`config.mk`:
```
export PLATFORM = sky130hd
export DESIGN_NAME = interval_wdt
export DESIGN_NICKNAME = d
export VERILOG_FILES = /design/src/rtl/interval_wdt.sv
export SDC_FILE = /design/constraint.sdc
export NUM_CORES = 1
export LEC_CHECK = 0
export ABC_AREA = 1
export BUFFER_PORTS_ARGS = -buffer_cell sky130_fd_sc_hd__buf_2
export CORE_MARGIN = 1.5
export CORE_UTILIZATION = 44
export CTS_BUF_LIST = sky130_fd_sc_hd__clkbuf_8
export DETAILED_ROUTE_END_ITERATION = 8
export PLACE_DENSITY = 0.75
export SETUP_SLACK_MARGIN = 0.05
export SYNTH_ARGS = -nofsm -noshare
export SYNTH_HDL_FRONTEND = slang
export SYNTH_SLANG_ARGS = --single-unit
```
`constraint.sdc`:
```
create_clock -name clk -period 2.85 [get_ports clk]
set_input_delay 0.57 -clock clk [delete_from_list [all_inputs] [get_ports clk]]
set_output_delay 0.57 -clock clk [all_outputs]
set_load 0.01 [all_outputs]
```
`src/rtl/interval_wdt.sv`:
```
module interval_wdt #(
  parameter int CNT_W   = 8,
  parameter int SEL_W   = 3,
  parameter int WD_W    = 3,
  parameter int KEY_W   = 8,
  parameter logic [KEY_W-1:0] OFF_KEY = 8'h5A,
  parameter int RST_SEL = 2
) (
  input  logic             clk,
  input  logic             rst_n,
  input  logic             mode_wr,
  input  logic [SEL_W:0]   mode_data,
  input  logic             key_wr,
  input  logic [KEY_W-1:0] key_data,
  input  logic             wdt_kick,
  input  logic             stop_wake,
  input  logic             irq_clr,
  output logic [CNT_W-1:0] count,
  output logic             tick_irq,
  output logic             wdt_reset,
  output logic             settled
);
  localparam int PRE_W = (1 << SEL_W) - 1;

  logic [PRE_W-1:0] pre, mask;
  logic [SEL_W-1:0] sel;
  logic [WD_W-1:0]  wd;
  logic             wd_en;

  wire restart  = stop_wake | (mode_wr & mode_data[SEL_W]);
  wire key_off  = key_wr & (key_data == OFF_KEY);
  wire tick     = &(pre | ~mask);
  wire ovf      = tick & (&count) & ~restart;
  wire live_ovf = ovf & settled;

  always_comb begin
    mask = '0;
    for (int i = 0; i < PRE_W; i++)
      if (i < int'(sel)) mask[i] = 1'b1;
  end

  always_ff @(posedge clk or negedge rst_n) begin
    if (!rst_n) begin
      pre   <= '0;
      count <= '0;
      sel   <= SEL_W'(RST_SEL);
    end else begin
      pre <= restart ? '0 : pre + 1'b1;
      if (restart)   count <= '0;
      else if (tick) count <= count + 1'b1;
      if (mode_wr)   sel <= mode_data[SEL_W-1:0];
    end
  end

  always_ff @(posedge clk or negedge rst_n) begin
    if (!rst_n) begin
      settled  <= 1'b0;
      tick_irq <= 1'b0;
    end else begin
      if (stop_wake) settled <= 1'b0;
      else if (ovf)  settled <= 1'b1;
      if (live_ovf)     tick_irq <= 1'b1;
      else if (irq_clr) tick_irq <= 1'b0;
    end
  end

  always_ff @(posedge clk or negedge rst_n) begin
    if (!rst_n) begin
      wd_en     <= 1'b1;
      wd        <= '0;
      wdt_reset <= 1'b0;
    end else begin
      if (key_wr) wd_en <= ~key_off;
      if (key_off || !wd_en || wdt_kick) wd <= '0;
      else if (live_ovf)                 wd <= wd + 1'b1;
      wdt_reset <= live_ovf & wd_en & (&wd) & ~wdt_kick & ~key_off;
    end
  end


  wdt_pulse_chk: assert property (@(posedge clk) disable iff (!rst_n)
    wdt_reset |=> !wdt_reset);

  wdt_enabled_chk: assert property (@(posedge clk) disable iff (!rst_n)
    wdt_reset |-> $past(wd_en));

  wake_clear_chk: assert property (@(posedge clk) disable iff (!rst_n)
    stop_wake |=> (!settled && count == '0));

  restart_chk: assert property (@(posedge clk) disable iff (!rst_n)
    (mode_wr && mode_data[SEL_W]) |=> (count == '0));

  irq_rise_chk: assert property (@(posedge clk) disable iff (!rst_n)
    $rose(tick_irq) |-> (settled && $past(settled) && count == '0));

  count_step_chk: assert property (@(posedge clk) disable iff (!rst_n)
    !$stable(count) |-> (count == '0 || count == CNT_W'($past(count) + 1'b1)));
endmodule

```
==> flow_metrics.tcl, run 1 <==
set metrics [dict create \
    status "finished, final reports clean" \
    clkSinkCount 25 \
    clkPwrFrac 0.308 \
    antenna_found_initial 0 \
    seq_power_share 0.570 \
    arrival_ns 0.91 \
    dp_cells 211 \
    synth_cell_type_count 28 \
    final_common_cell "nand2_1" \
    cts.reportedPaths.clkPinSlew_ns 0.09 \
    cts_tree "yes" \
    instances_no_fill 215 \
    clockRootBuffer "clkbuf_8" \
    pin_count 30 \
    maxCapViolCount 0 \
    clockBufferDepth 2 \
    cp_data_required_time_ns 2.28 \
    power.leakage_nw 0.8201 \
    critPathCapture "count[4]" \
    grt_pass1_wl_mm 4.843 \
    vias 1123 \
    synthArstFlopShare 1.000 \
    ir_drop_mv 0.2352 \
    htreeDepth 1 \
    postSynthNetCount 174 \
    drive_above_1_share 0.3098 \
    seq_area_frac_synth 0.4678 \
    power_density_nw_per_um2 416.1 \
    chipHeight_microns 58.24 \
    dpl.hpwl_mm 2.101 \
    grt_use_total 0.1860 \
    synthesis.area_sq_um 1343 \
    die_area_sq_um 3391 \
    ctsHoldBuffers 0 \
    fmax_ghz 0.6778 \
    ys_seq_elements 25 \
    route.antenna.remaining_nets 0 \
    wire_per_inst_microns 12.29 \
    netlist_instances 151 \
    remaining_drc_errors 0 \
    wl_met3_microns 137 \
    swShare 0.2493 \
    avgViaCountPerCell 5.223 \
    hp-class "in -> async" \
    insertion_delay_ns 0.26 \
    final_max_slew_viol_count 0 \
    period_needed_ns 1.475 \
    startpoint_type "flop" \
    area_growth_pct 17.15 \
    switchingPower_mw 0.1632 \
    whs_ns 0.2806 \
    cp_cell_sequence "buf_2" \
    slew-limit-headroom 0.6386 \
    met2_length_mm 1.324 \
    cts_made_buffers 3 \
    num_rows 19 \
    finalWirelength_mm 2.642 \
    crit_path_start "count[4]$_DFFE_PN0P_" \
    yosys_warnings 0 \
    cp_top_family "flip-flops" \
    setup_viol 0 \
    layout.nets 208 \
    reg2reg_slack_ns 1.41 \
    grt_max_degree 26 \
    reg2regPathDepth 6 \
    cp_slowest_cell "dfrtp_1" \
    cts_setup_buffers 0 \
    r2r_end "wd[0]$_DFFE_PN0P_" \
    overflow 0 \
    avgSynthCellArea_sq_um 8.891 \
    highest_layer "met4" \
    cts_resized 0 \
    r2r_start "count[0]$_DFFE_PN0P_" \
    power_mw 0.6545 \
    p_int_mw 0.4913 \
    die_w_microns 58.24 \
    drt-initial-drc-count 20 \
    synth_edf_count 0 \
    start_util 0.4746 \
    first_pass_iters 6 \
    post-route-period-util 0.5177 \
    wl_met1_mm 1.165 \
    crit_buf_inv 1 \
    cp-end-kind "output port" \
    fin_tns_setup_ns 0 \
    finClkSkew_ns 0.004397 \
    gp_congestion 0.8360 \
    antenna_cells 0 \
    portBuffers 29 \
    critPathKind "reg -> out" \
    power_frac_comb 0.121 \
    hold_violations 0 \
    slowest_delay_ns 0.47 \
    path_depth 1 \
    grt_pass1_vias 1149 \
    synth_ff_type "dfrtp_1" \
    core-area_sq_um 2829 \
    path_max_fanout 7 \
    mostFrequentLayoutCells "nand2_1 (33), buf_2 (29), dfrtp_1 (23)" \
    worst_slew_pin_slew_ns 0.5421 \
    rsz0062_at_grt "false" \
]
power by group through the flow:
stage               sequential (mW)  clock (mW)  combinational (mW)
finish                        0.373       0.202              0.0794
global placement              0.380           0              0.0776
global route                  0.375       0.226              0.0902
CTS                           0.373       0.210              0.0811
detailed placement            0.380           0              0.0807
floorplan                     0.380           0              0.0476
cell type report:
class | count | area, sq um
fill | 254 | 1256
multi-input combinational | 110 | 654.4
sequential | 25 | 628.1
timing repair buffer | 29 | 145.1
inverter | 16 | 60.06
clock buffer | 3 | 41.29
tap | 31 | 38.79
clock inverter | 1 | 5.005
how the worst min path moves through the flow:
| stage | endpoint | cells past startpoint | slack [ns] |
|---|---|---|---|
| 6_report | pre[4]$_DFF_PN0_ | 1 | 0.28 |
| 5_1_grt | pre[1]$_DFF_PN0_ | 1 | 0.32 |
| 4_1_cts | pre[0]$_DFF_PN0_ | 1 | 0.31 |
| 3_5_place_dp | pre[6]$_DFF_PN0_ | 1 | 0.46 |
| 3_3_place_gp | pre[6]$_DFF_PN0_ | 1 | 0.46 |
| 2_1_floorplan | count[0]$_DFFE_PN0P_ | 0 | 0.27 |
layer usage:
| layer | global-route usage | vias up |
|---|---|---|
| met5 | 0 | - |
| li1 | - | 554 |
| met2 | 0.3263 | 33 |
| met4 | 0.06312 | 0 |
| met1 | 0.2342 | 534 |
| met3 | 0.02679 | 2 |
sequential cells by signal, summed over array words and instances, names as in the netlist:
signal / cells
pre: 7
sel: 3
tick_irq: 1
wdt_reset: 1
wd_en: 1
settled: 1
count: 8
wd: 3
cell usage after synthesis (2+ instances only):
library cell,number,area (sq um)
o21ai_0,7,35.03
nand4_1,2,12.51
mux2_2,2,22.52
nand3_1,12,60.06
ha_1,4,50.05
o21ai_1,3,15.01
inv_2,2,7.510
nor2_2,3,18.77
a21oi_1,2,10.01
xor2_1,6,52.55
nand2_2,4,25.02
nand2_1,33,123.9
o31ai_1,2,15.01
nor3_1,2,10.01
dfrtp_1,23,575.6
a21oi_4,2,32.53
nor2_4,2,22.52
or2_2,2,12.51
inv_1,14,52.55
nor2_1,15,56.30
dfstp_2,2,52.55
kinds of logic after synthesis:
kind of cell | synth area share
multiplexers | 0.01677
AND/OR/NAND/NOR | 0.3075
XOR/XNOR | 0.03914
flip-flops | 0.4678
buffers and inverters | 0.04474
adder cells (fa/ha/maj) | 0.03728
AO/OA/AOI/OAI | 0.08666
stage by stage:
stage	setup WS, ns	util	instance area [sq um]
2_1_floorplan	1.447	-	1343
3_3_place_gp	1.171	0.5396	1526
3_5_place_dp	1.127	0.5396	1526
4_1_cts	1.372	0.5559	1573
5_1_grt	1.249	0.5559	1573
6_report	1.375	0.5559	1573
Note: power is estimated with default switching activity, not from simulation.
==> run 2: changes to the inputs <==
--- a/config.mk
+++ b/config.mk
@@ -11,7 +11,7 @@
 export CORE_UTILIZATION = 44
 export CTS_BUF_LIST = sky130_fd_sc_hd__clkbuf_8
 export DETAILED_ROUTE_END_ITERATION = 8
-export PLACE_DENSITY = 0.75
+export PLACE_DENSITY = 0.78
 export SETUP_SLACK_MARGIN = 0.05
 export SYNTH_ARGS = -nofsm -noshare
 export SYNTH_HDL_FRONTEND = slang
==> constraint.sdc (replaced) <==
create_clock -name clk -period 1.25 [get_ports clk]
set_input_delay 0.25 -clock clk [delete_from_list [all_inputs] [get_ports clk]]
set_output_delay 0.25 -clock clk [all_outputs]
set_load 0.01 [all_outputs]
==> run 2 against run 1 <==
  * The flow now finishes with violations (DRC, setup timing)
  * Setup slack got worse by 1.6 ns
  * Wire length increased by 15%
  * Combinational power increased to 3.2 times the previous value
  * Core utilization increased by 11 points
  * Via count increased by 7.3%
  * Sequential power increased by 130%
  * Register-to-register slack got worse by 1.6 ns
  * Die area unchanged
==> flow_metrics.tcl, run 2 (synthesis results as in run 1) <==
set metrics [dict create \
    power_mw 1.564 \
    power.leakage_nw 0.9417 \
    hp-class "in -> reg" \
    setup_viol 14 \
    clockBufferDepth 2 \
    area_growth_pct 40.63 \
    clkPwrFrac 0.293 \
    antenna_found_initial 0 \
    htreeDepth 1 \
    p_int_mw 1.163 \
    pin_count 30 \
    cp-end-kind "flop" \
    path_max_fanout 5 \
    clkSinkCount 25 \
    vias 1205 \
    avgViaCountPerCell 5.042 \
    gp_congestion 0.8506 \
    hold_violations 0 \
    core-area_sq_um 2829 \
    seq_power_share 0.546 \
    mostFrequentLayoutCells "nand2_1 (27), buf_2 (27), dfrtp_1 (21)" \
    cts.reportedPaths.clkPinSlew_ns 0.08 \
    worst_slack_ns -0.1843 \
    grt_pass1_vias 1219 \
    drt-initial-drc-count 45 \
    finClkSkew_ns 0.004510 \
    switchingPower_mw 0.4015 \
    start_util 0.4746 \
    insertion_delay_ns 0.26 \
    status "finished, violations left" \
    period_needed_ns 1.434 \
    worst_slew_pin_slew_ns 0.5501 \
    power_frac_comb 0.161 \
    remaining_drc_errors 1 \
    fin_tns_setup_ns -1.647 \
    layout.nets 232 \
    largest_register_ffs 8 \
    grt_use_total 0.1995 \
    power_density_nw_per_um2 828.4 \
    regMostFlops "count" \
    ir_drop_mv 0.7829 \
    reg2reg_slack_ns -0.18 \
    num_rows 19 \
    antenna_cells 0 \
    nFillCells 218 \
    cp_data_required_time_ns 1.41 \
    cts_tree "yes" \
    multi_input_area_sq_um 758.2 \
    first_pass_iters 6 \
    route.antenna.remaining_nets 0 \
    die_area_sq_um 3391 \
    reg_top3 "count (8), pre (7)" \
    final_max_slew_viol_count 0 \
    cts_made_buffers 3 \
    drive_above_1_share 0.4712 \
    seqCellArea_sq_um 630.6 \
    wire_per_inst_microns 12.76 \
    startpoint_type "flop" \
    dpl.hpwl_mm 2.190 \
    clockRootBuffer "clkbuf_8" \
    overflow 0 \
    rsz0062_at_grt "true" \
    die_w_microns 58.24 \
    post-route-period-util 1.147 \
    grt_pass1_wl_mm 5.181 \
    critPathKind "reg -> reg" \
    grt_max_degree 26 \
    chipHeight_microns 58.24 \
    maxCapViolCount 0 \
    slew-limit-headroom 0.6333 \
    finalWirelength_mm 3.050 \
    portBuffers 29 \
    swShare 0.2567 \
    fmax_ghz 0.6972 \
    arrival_ns 1.59 \
    violations "DRC, setup timing" \
]
-- run 2: what timing repair did --
item                                   CTS  global route
resized for setup                       15            13
setup buffers                            5             6
hold buffers                             1             0
setup endpoints to repair               17            21
pin swaps                               11            11
endpoints found under the hold margin   23             0
-- run 2: power groups by stage --
stage	clock network [mW]	logic [mW]	registers, mW
6_report	0.458	0.252	0.855
5_1_grt	0.505	0.280	0.858
4_1_cts	0.476	0.239	0.855
3_5_place_dp	0	0.207	0.871
3_3_place_gp	0	0.202	0.868
2_1_floorplan	0	0.113	0.868
-- run 2: worst paths after layout --
check                                 start                   end  cells after the start
setup / recovery           pre[2]$_DFF_PN0_     wd[2]$_DFFE_PN0P_                      8
max in group asynchronous             rst_n  count[4]$_DFFE_PN0P_                      2
hold / removal                      irq_clr  tick_irq$_DFFE_PN0P_                      2
setup reg to reg           pre[2]$_DFF_PN0_     wd[2]$_DFFE_PN0P_                      8
min in group asynchronous             rst_n  count[2]$_DFFE_PN0P_                      2
hold reg to reg            pre[6]$_DFF_PN0_      pre[6]$_DFF_PN0_                      1
-- run 2: critical path, cell delays in order, from the launching register on --
cell and delay [ns]:
dfrtp_1 0.43, nand2_2 0.10, nor2_4 0.16, nor2_4 0.06
nor2_8 0.15, buf_4 0.14, nand4_4 0.14, nand3_1 0.10
nand2_1 0.05
-- run 2: cell type report --
| class | instances | area share |
|---|---|---|
| inverter | 16 | 0.03181 |
| multi-input combinational | 110 | 0.4016 |
| timing repair buffer | 53 | 0.1882 |
| tap | 31 | 0.02054 |
| clock inverter | 1 | 0.001988 |
| clock buffer | 3 | 0.02187 |
| sequential | 25 | 0.3340 |
-- run 2: layer usage --
| metal | share of wire | vias to the layer above | global-route usage |
|---|---|---|---|
| met4 | 0.016 | 0 | 0.07309 |
| met2 | 0.54 | 28 | 0.3490 |
| met3 | 0.033 | 6 | 0.02679 |
| met1 | 0.41 | 570 | 0.2511 |
| met5 | 0 | - | 0 |
| li1 | - | 601 | - |
-- run 2: per-stage QoR --
stage                     setup slack [ns]  utilization  hold slack [ns]  cell area [sq um]  std cells
after floorplan                   -0.01109            -         -0.04559               1371        151
after global placement            -0.08559       0.5843           0.2749               1653        224
after detailed placement           -0.1260       0.5843           0.2658               1653        224
after CTS                          -0.1324       0.6369           0.1417               1802        234
after global routing               -0.2690       0.6674           0.1530               1888        239
final                              -0.1843       0.6674           0.1491               1888        239
